## config.mk

```make
export PLATFORM = sky130hd
export DESIGN_NAME = capcmp_timer
export DESIGN_NICKNAME = d
export VERILOG_FILES = /design/src/rtl/capcmp_pkg.sv /design/src/rtl/capcmp_edge.sv /design/src/rtl/capcmp_cmp.sv /design/src/rtl/capcmp_flags.sv /design/src/rtl/capcmp_timer.sv
export SDC_FILE = /design/constraint.sdc
export NUM_CORES = 1
export LEC_CHECK = 0
export ABC_AREA = 0
export BUFFER_PORTS_ARGS = -buffer_cell sky130_fd_sc_hd__buf_2
export CAP_MARGIN = 25
export CELL_PAD_IN_SITES_DETAIL_PLACEMENT = 1
export CELL_PAD_IN_SITES_GLOBAL_PLACEMENT = 1
export CORE_AREA = 3 3 150 152
export CTS_CLUSTER_SIZE = 28
export DETAILED_ROUTE_END_ITERATION = 10
export DIE_AREA = 0 0 153 155
export GPL_ROUTABILITY_DRIVEN = 0
export PLACE_DENSITY = 0.76
export SLEW_MARGIN = 20
export SYNTH_ARGS = -nofsm -noshare
export SYNTH_HDL_FRONTEND = slang
export SYNTH_SLANG_ARGS = --single-unit
```

## constraint.sdc

```tcl
create_clock -name clk -period 3.2 [get_ports clk]
set_input_delay 0 -clock clk [delete_from_list [all_inputs] [get_ports clk]]
set_output_delay 0 -clock clk [all_outputs]
set_load 0.005 [all_outputs]
```

## src/rtl/capcmp_pkg.sv

```systemverilog
package capcmp_pkg;
   localparam int ADDR_W  = 4;
   localparam int FLAG_W  = 8;
   localparam int NUM_IC  = 3;
   localparam int NUM_OC  = 4;
   localparam int NUM_EDG = NUM_IC + 1;

   typedef enum logic [1:0] {
      EDGE_OFF  = 2'b00,
      EDGE_RISE = 2'b01,
      EDGE_FALL = 2'b10,
      EDGE_BOTH = 2'b11
   } edge_sel_e;

   localparam logic [ADDR_W-1:0] A_EDGE   = 4'd0;
   localparam logic [ADDR_W-1:0] A_MASK   = 4'd1;
   localparam logic [ADDR_W-1:0] A_FLAG   = 4'd2;
   localparam logic [ADDR_W-1:0] A_MODE   = 4'd3;
   localparam logic [ADDR_W-1:0] A_CNT    = 4'd4;
   localparam logic [ADDR_W-1:0] A_CAP0   = 4'd8;
   localparam logic [ADDR_W-1:0] A_SHARED = 4'd11;
   localparam logic [ADDR_W-1:0] A_CMP0   = 4'd12;

   localparam int BIT_SHARED = 3;
endpackage

```

## src/rtl/capcmp_edge.sv

```systemverilog
module capcmp_edge #(
   parameter int SYNC_STAGES = 2
) (
   input  logic       clk,
   input  logic       rst_n,
   input  logic       pin_i,
   input  logic [1:0] code_i,
   output logic       det_o
);
   localparam int CHAIN_W = SYNC_STAGES + 1;

   if (SYNC_STAGES < 2) begin : g_bad_sync
      $error("capcmp_edge: SYNC_STAGES must be at least 2");
   end

   logic [CHAIN_W-1:0] chain_q;
   logic               lvl_now, lvl_old, rise, fall;

   always_ff @(posedge clk or negedge rst_n) begin
      if (!rst_n) chain_q <= '0;
      else        chain_q <= {chain_q[CHAIN_W-2:0], pin_i};
   end

   assign lvl_now = chain_q[SYNC_STAGES-1];
   assign lvl_old = chain_q[SYNC_STAGES];
   assign rise    = lvl_now & ~lvl_old;
   assign fall    = ~lvl_now & lvl_old;
   assign det_o   = (code_i[0] & rise) | (code_i[1] & fall);


   rise_only_chk: assert property (@(posedge clk) disable iff (!rst_n)
      (det_o && code_i == 2'b01) |-> (chain_q[SYNC_STAGES-1] && !chain_q[SYNC_STAGES]));

   fall_only_chk: assert property (@(posedge clk) disable iff (!rst_n)
      (det_o && code_i == 2'b10) |-> (!chain_q[SYNC_STAGES-1] && chain_q[SYNC_STAGES]));
endmodule

```

## src/rtl/capcmp_cmp.sv

```systemverilog
module capcmp_cmp #(
   parameter int             CNT_W = 16,
   parameter logic [CNT_W-1:0] RST_VAL = '1
) (
   input  logic             clk,
   input  logic             rst_n,
   input  logic             wr_i,
   input  logic [CNT_W-1:0] wdata_i,
   input  logic [CNT_W-1:0] cnt_i,
   output logic [CNT_W-1:0] val_o,
   output logic             hit_o
);
   always_ff @(posedge clk or negedge rst_n) begin
      if (!rst_n)    val_o <= RST_VAL;
      else if (wr_i) val_o <= wdata_i;
   end

   assign hit_o = (cnt_i == val_o);


   cmp_hold_chk: assert property (@(posedge clk) disable iff (!rst_n)
      !wr_i |=> $stable(val_o));
endmodule

```

## src/rtl/capcmp_flags.sv

```systemverilog
module capcmp_flags
   import capcmp_pkg::*;
(
   input  logic              clk,
   input  logic              rst_n,
   input  logic [FLAG_W-1:0] set_i,
   input  logic [FLAG_W-1:0] clr_i,
   input  logic [FLAG_W-1:0] mask_i,
   output logic [FLAG_W-1:0] flag_o,
   output logic              irq_o
);
   always_ff @(posedge clk or negedge rst_n) begin
      if (!rst_n) flag_o <= '0;
      else        flag_o <= (flag_o & ~clr_i) | set_i;
   end

   assign irq_o = |(flag_o & mask_i);


   set_wins_chk: assert property (@(posedge clk) disable iff (!rst_n)
      rst_n |=> ((flag_o & $past(set_i)) == $past(set_i)));

   w1c_chk: assert property (@(posedge clk) disable iff (!rst_n)
      rst_n |=> ((flag_o & $past(clr_i & ~set_i)) == '0));

   no_spurious_chk: assert property (@(posedge clk) disable iff (!rst_n)
      rst_n |=> ((flag_o & ~$past(flag_o) & ~$past(set_i)) == '0));
endmodule

```

## src/rtl/capcmp_timer.sv

```systemverilog
module capcmp_timer
   import capcmp_pkg::*;
#(
   parameter int               CNT_W       = 16,
   parameter int               SYNC_STAGES = 2,
   parameter logic [CNT_W-1:0] CMP_RST     = '1
) (
   input  logic              clk,
   input  logic              rst_n,
   input  logic [ADDR_W-1:0] bus_addr,
   input  logic              bus_wr,
   input  logic [CNT_W-1:0]  bus_wdata,
   output logic [CNT_W-1:0]  bus_rdata,
   input  logic [NUM_EDG-1:0] cap_in,
   output logic              irq
);
   if (CNT_W < FLAG_W) begin : g_bad_width
      $error("capcmp_timer: CNT_W must be at least 8");
   end

   logic [CNT_W-1:0]  cnt_q;
   logic [FLAG_W-1:0] edge_q, mask_q, flag_w, set_v, clr_v;
   logic              mode_q;
   logic [CNT_W-1:0]  shared_q;
   logic [CNT_W-1:0]  cap_q   [NUM_IC];
   logic [CNT_W-1:0]  cmp_val [NUM_OC];
   logic [NUM_OC-1:0] cmp_hit;
   logic [NUM_EDG-1:0] det;
   logic [1:0]        code_w  [NUM_EDG];
   logic              shared_hit;

   // free-running counter
   always_ff @(posedge clk or negedge rst_n) begin
      if (!rst_n) cnt_q <= '0;
      else        cnt_q <= cnt_q + 1'b1;
   end

   // control registers
   always_ff @(posedge clk or negedge rst_n) begin
      if (!rst_n) begin
         edge_q <= '0;
         mask_q <= '0;
         mode_q <= 1'b0;
      end else if (bus_wr) begin
         if (bus_addr == A_EDGE) edge_q <= bus_wdata[FLAG_W-1:0];
         if (bus_addr == A_MASK) mask_q <= bus_wdata[FLAG_W-1:0];
         if (bus_addr == A_MODE) mode_q <= bus_wdata[0];
      end
   end

   // edge detectors: channels 0..2 dedicated, channel 3 shared
   for (genvar j = 0; j < NUM_EDG; j++) begin : g_edge
      if (j < NUM_IC) begin : g_ded
         assign code_w[j] = edge_q[(2*NUM_IC-1)-2*j -: 2];
      end else begin : g_shr
         assign code_w[j] = edge_q[2*NUM_EDG-1 -: 2];
      end
      capcmp_edge #(.SYNC_STAGES(SYNC_STAGES)) u_edge (
         .clk    (clk),
         .rst_n  (rst_n),
         .pin_i  (cap_in[j]),
         .code_i (code_w[j]),
         .det_o  (det[j])
      );
   end

   // dedicated capture registers
   for (genvar j = 0; j < NUM_IC; j++) begin : g_cap
      always_ff @(posedge clk or negedge rst_n) begin
         if (!rst_n)      cap_q[j] <= '0;
         else if (det[j]) cap_q[j] <= cnt_q;
      end
      assign set_v[NUM_IC-1-j] = det[j];


      cap_load_chk: assert property (@(posedge clk) disable iff (!rst_n)
         det[j] |=> (cap_q[j] == $past(cnt_q) && flag_w[NUM_IC-1-j]));
   end

   // dedicated compare channels
   for (genvar i = 0; i < NUM_OC; i++) begin : g_cmp
      localparam logic [ADDR_W-1:0] MY_ADDR = A_CMP0 + ADDR_W'(i);
      capcmp_cmp #(.CNT_W(CNT_W), .RST_VAL(CMP_RST)) u_cmp (
         .clk     (clk),
         .rst_n   (rst_n),
         .wr_i    (bus_wr && bus_addr == MY_ADDR),
         .wdata_i (bus_wdata),
         .cnt_i   (cnt_q),
         .val_o   (cmp_val[i]),
         .hit_o   (cmp_hit[i])
      );
      assign set_v[FLAG_W-1-i] = cmp_hit[i];


      cmp_flag_chk: assert property (@(posedge clk) disable iff (!rst_n)
         (cnt_q == cmp_val[i]) |=> flag_w[FLAG_W-1-i]);
   end

   // shared channel: capture when mode_q = 1, compare when mode_q = 0
   always_ff @(posedge clk or negedge rst_n) begin
      if (!rst_n)                               shared_q <= CMP_RST;
      else if (mode_q && det[NUM_EDG-1])        shared_q <= cnt_q;
      else if (bus_wr && bus_addr == A_SHARED)  shared_q <= bus_wdata;
   end

   assign shared_hit        = (cnt_q == shared_q);
   assign set_v[BIT_SHARED] = mode_q ? det[NUM_EDG-1] : shared_hit;
   assign clr_v = (bus_wr && bus_addr == A_FLAG) ? bus_wdata[FLAG_W-1:0] : '0;

   capcmp_flags u_flags (
      .clk    (clk),
      .rst_n  (rst_n),
      .set_i  (set_v),
      .clr_i  (clr_v),
      .mask_i (mask_q),
      .flag_o (flag_w),
      .irq_o  (irq)
   );

   // read mux
   always_comb begin
      bus_rdata = '0;
      unique case (bus_addr)
         A_EDGE:          bus_rdata[FLAG_W-1:0] = edge_q;
         A_MASK:          bus_rdata[FLAG_W-1:0] = mask_q;
         A_FLAG:          bus_rdata[FLAG_W-1:0] = flag_w;
         A_MODE:          bus_rdata[0]          = mode_q;
         A_CNT:           bus_rdata             = cnt_q;
         A_CAP0:          bus_rdata             = cap_q[0];
         A_CAP0 + 4'd1:   bus_rdata             = cap_q[1];
         A_CAP0 + 4'd2:   bus_rdata             = cap_q[2];
         A_SHARED:        bus_rdata             = shared_q;
         A_CMP0:          bus_rdata             = cmp_val[0];
         A_CMP0 + 4'd1:   bus_rdata             = cmp_val[1];
         A_CMP0 + 4'd2:   bus_rdata             = cmp_val[2];
         A_CMP0 + 4'd3:   bus_rdata             = cmp_val[3];
         default:         bus_rdata             = '0;
      endcase
   end


   cnt_step_chk: assert property (@(posedge clk) disable iff (!rst_n)
      rst_n |=> (cnt_q == $past(cnt_q) + 1'b1));

   shared_mode_chk: assert property (@(posedge clk) disable iff (!rst_n)
      (mode_q && !det[NUM_EDG-1] && !flag_w[BIT_SHARED] && !(bus_wr && bus_addr == A_MODE))
      |=> !flag_w[BIT_SHARED]);
endmodule

```

# == Word-level counts from Yosys, hierarchy flattened ==
# Index checks and enable logic that the tools add are counted.
# op_classes
n_reduce_logical,13
n_addsub,1
bitwise_logic,32
eq_ne,17
muxes,7
# ops
op,count
$pmux W7 S12,1
$eq A16 B16 Y1,5
$pmux W8 S9,1
$eq A4 B4 Y1 const B,8
$mux W16,2
$add A16 B1 Y16 const B,1
$and A1 B1 Y1,16
$and A8 B8 Y8,2
$pmux W1 S13,1
$eq A4 B2 Y1 const B,2
$mux W8,1
$not A1 Y1,8
$not A8 Y8,1
$or A8 B8 Y8,1
$reduce_or A8 Y1,1
$logic_and A1 B1 Y1,7
$reduce_and A2 Y1,3
$eq A4 B1 Y1 const B,1
$eq A4 B3 Y1 const B,1
$logic_not A4 Y1,1
$or A1 B1 Y1,4
$reduce_bool A2 Y1,1
$mux W1,1
# word_totals
input_bits,27
out_inout_bits,17
ff_bits,181

# == Logic depth before layout (Yosys ltp) ==
# depth
word_depth,6
ltp_mapped,8
ltp_nobuf,5

# == By module ==
# A second synthesis with hierarchy kept.
# hier_totals
cells_unflattened,804
hier_area_um2,9849.4
# modules_own_cells
mod,area_each_um2,cells_each,seq_area_each_um2,n_inst
capcmp_timer,5788.1,531,2447.3,1
capcmp_cmp,838.3,55,420.4,4
capcmp_edge,95.1,6,75.1,4
capcmp_flags,327.8,29,200.2,1

# == Worst setup path after synthesis ==
# OpenSTA, ideal clock, no wires.
# synth_path
kind,reg-to-reg
startpoint,register g_edge[2].u_edge.chain_q[1]
endpoint,register cap_q[10] (netlist name)
stages_incl_launch_ff,5
setup_slack_ns,1.754
synth_period_minus_slack_ns,1.446
required_time_ns,3.075
path_buffers,1
arrival_ns,1.322
setup_ns,0.125
path_cell_list,dfrtp_1 -> nand2_1 -> o22ai_2 -> buf_2 -> mux2_2
# synth_between
elab_chain_len,4
elab_cells_between_ends,6
classes_between,6 x bitwise
# synth_rtl
element,line_no,text
start: declaration,capcmp_edge.sv:16,logic [CHAIN_W-1:0] chain_q;
start signal: assignment,capcmp_edge.sv:21,"else chain_q <= {chain_q[CHAIN_W-2:0], pin_i};"
$not A1 Y1,capcmp_edge.sv:27,assign fall = ~lvl_now & lvl_old;
$and A1 B1 Y1,capcmp_edge.sv:27,
$and A1 B1 Y1,capcmp_edge.sv:28,assign det_o = (code_i[0] & rise) | (code_i[1] & fall);
$or A1 B1 Y1 *,capcmp_edge.sv:28,
end signal: indexed assignment,capcmp_timer.sv:71,else if (det[j]) cap_q[j] <= cnt_q;
end: declaration,capcmp_timer.sv:25,logic [CNT_W-1:0] cap_q [NUM_IC];
# Every way passes the cells marked *; elsewhere a longest branch is shown, timed or not.
# A chain may end at the register's enable or synchronous reset.

# == Final worst setup path ==
# layout_path
startpoint,input bus_addr[3]
endpoint,output bus_rdata[12]
# layout_between
elab_chain_len,2
elab_cells_between_ends,10
classes_between,9 x eq/ne; 1 x mux
# layout_rtl
element,line_no,text
start: declaration,capcmp_timer.sv:10,"input logic [ADDR_W-1:0] bus_addr,"
$eq A4 B4 Y1 / $eq A4 B3 Y1 (equally long branches),capcmp_timer.sv:123,unique case (bus_addr)
$pmux W8 S9 *,capcmp_timer.sv:123,
end: declaration,capcmp_timer.sv:13,"output logic [CNT_W-1:0] bus_rdata,"
# Marked as above.

==> metrics <==
R2R Path Start edge_q[6]; row count 53; hold_sp bus_wr; crit path max-delay cell type nor4b_2; Worst-Skew Late Latency 0.43 ns; dpl cell area 9760 sq um; Slew HR 0.323; Routed WL per cell 27.7 um; fin area 10,600 sq um; most frequent cell after synthesis mux2_2; unrepaired setup endpoints after global routing no; pwr/cell area 658 nW/um^2; CP Launch Point bus_addr[3]; Slew Limit Fails 0; Final ANT Viol Nets 0; final setup fails 0; Initial Utilization 0.449; worst setup path end bus_rdata[12]; Critical Path Fanout Max 37; final critical-path required period 2.33 ns; Max VDD drop 249 uV; Yosys reg bits 181; full die area 23,700 sq um; Startpoint Class primary input; CTS HTree Levels 4; WS Path Type primary input to primary output; share of flip-flops with an asynchronous set or reset 1.00; Netlist cell types 73; Max clock buf depth 2; Lkg Pwr 4.53 nW; slowest cell delay on critical path 0.89 ns; DRT iter0 DRCs 728; via count 6,933; Final Hold Fails 0; Most used DFF post-synth dfrtp_1; EDFF count, synth 0; DRT Pass-1 Iters 5; R2R depth 5; most area-consuming cells after synthesis dfrtp_1 27%, dfstp_2 22%, mux2_2 15%, xor2_1 4.6%, xnor2_1 4.1%; most frequent cell on the critical path buf_2; # resized after CTS 0; grt ovf 0; drt via density 6.33; largest net degree at the start of global routing 87; setup TNS 0 ns; setup fix buffers added after clock tree synthesis 0; max cap viols 0; DR DRC count 0; CP Data Arrival Time 2.33 ns; fmax 429 MHz; Worst-Margin Slew 1.01 ns; clock slew at reported path FFs 0.07 ns; number of buffers created by CTS 17; post-synthesis sequential area ratio 0.487; CP required 3.20 ns; Hold WC Path Type primary input to flip-flop; Worst Skew 0.0111 ns; Boundary Pins 44; Net Count, Synth 803; initial antenna violation count 0; Die W 153 um; TritonCTS clock tree done; Post-Syn Area 9510 sq um; core area 21,200 sq um; Worst setup EP type primary output; FF-to-FF End shared_q[2]; Nets 836; Min Hold Slack 0.182 ns; Port Buffers 43; Layout area overhead 11.0%; post-DP HPWL 20,300 um; period utilization 0.728; Ys Warns 0; Mapped Avg Cell Area 12.3 sq um; reg2reg setup slack 1.13 ns; share of the synthesized area in the top cell type 0.266; Die Ht 155 um; Post-Synthesis Cells 775; cell taking the most area after synthesis dfrtp_1; WL final 30,400 um; final core occ 0.499; share of cells above drive strength 1 0.391; critical path cell sequence buf_2 > nor4b_2 > buf_4 > a222oi_1 > nand3_1 > buf_2; Post-synth top cells 130 x mux2_2, 101 x dfrtp_1, 80 x dfstp_2; GRT Resource Usage Total 0.258; first-pass GRT wire length 46,800 um; vias in the first global route 7,345; CTS Sinks 181; n_diodes 0; outcome complete, no violations; CTS Root Cell clkbuf_16
[where the power goes]
part	internal [W]	switching, W
Sequential	0.00296	0.000475
Clock	0.00118	0.000906
Combinational	0.000697	0.000730
[sequential cells by signal, summed over array words and instances (netlist names)]
name                   cells
g_cmp.u_cmp.val_o         64
cap_q                     48
cnt_q                     16
shared_q                  16
g_edge.u_edge.chain_q     12
edge_q                     8
mask_q                     8
u_flags.flag_o             8
mode_q                     1
[layout make-up]
cell class	count	area, sq um
fillers	2178	10600
flip-flops and latches	181	4630
multi-input cells	527	4450
repair buffers	76	534
clock buffers	26	509
well taps	275	344
clock inverters	6	70.1
inverters	5	18.8
[how the worst min path moves through the flow]
stage,depth (start not counted),slack (ns),endpoint
6_report,3,0.18,mode_q
3_5_place_dp,1,0.11,g_edge[2].u_edge.chain_q[0]
5_1_grt,3,0.19,mode_q
2_1_floorplan,0,-0.30,cap_q[0]
4_1_cts,3,0.17,mode_q
3_3_place_gp,1,0.11,g_edge[2].u_edge.chain_q[0]
[cell families (layout without fill, tap and decap cells)]
kind of cell,after synthesis,count (layout),share of synthesized area
muxes,160,160,0.188
buffers and inverters,67,113,0.0455
xor gates and xnor gates,94,94,0.0866
and+or+nand+nor,156,156,0.0982
adders and majority gates,1,1,0.00132
AOI/OAI and AO/OA,116,116,0.0934
DFF,181,181,0.487
[worst max-delay path, delay by kind of cell]
kind / cells / cell delay, ns
and+or+nand+nor: 2 / 1.02
buffers and inverters: 3 / 1.11
AOI/OAI and AO/OA: 1 / 0.16
[layer usage]
metal | track usage | share of wire | vias to the layer above
met5 | 0 | 0 | -
li1 | - | - | 2904
met3 | 0.0517 | 0.069 | 70
met2 | 0.416 | 0.48 | 296
met1 | 0.346 | 0.42 | 3663
met4 | 0.0993 | 0.032 | 0
[cell usage in the layout, fill, tap and decap left out, types with 20 or more instances in the layout]
cell type / n
xor2_1: 50
a21oi_1: 23
buf_2: 42
dlygate4sd3_1: 21
nand4_1: 21
nand2_1: 23
nor2_1: 26
mux2_2: 130
mux2i_1: 26
a22oi_1: 23
dfrtp_1: 101
dfstp_2: 80
xnor2_1: 44
nand3_1: 20
[timing repair]
item                                   in CTS  in global routing
endpoints found under the hold margin     147                  0
setup endpoints to repair                   0                  0
hold buffers                               21                  0
[metrics by stage]
stage,setup WS (ns),instances,total power (W)
floorplan,1.75,775,0.00422
global placement,0.762,1042,0.00473
detailed placement,0.748,1042,0.00483
CTS,0.990,1095,0.00695
global route,0.794,1096,0.00723
finish,0.870,1096,0.00695
Note: power is estimated with default switching activity, not from simulation.
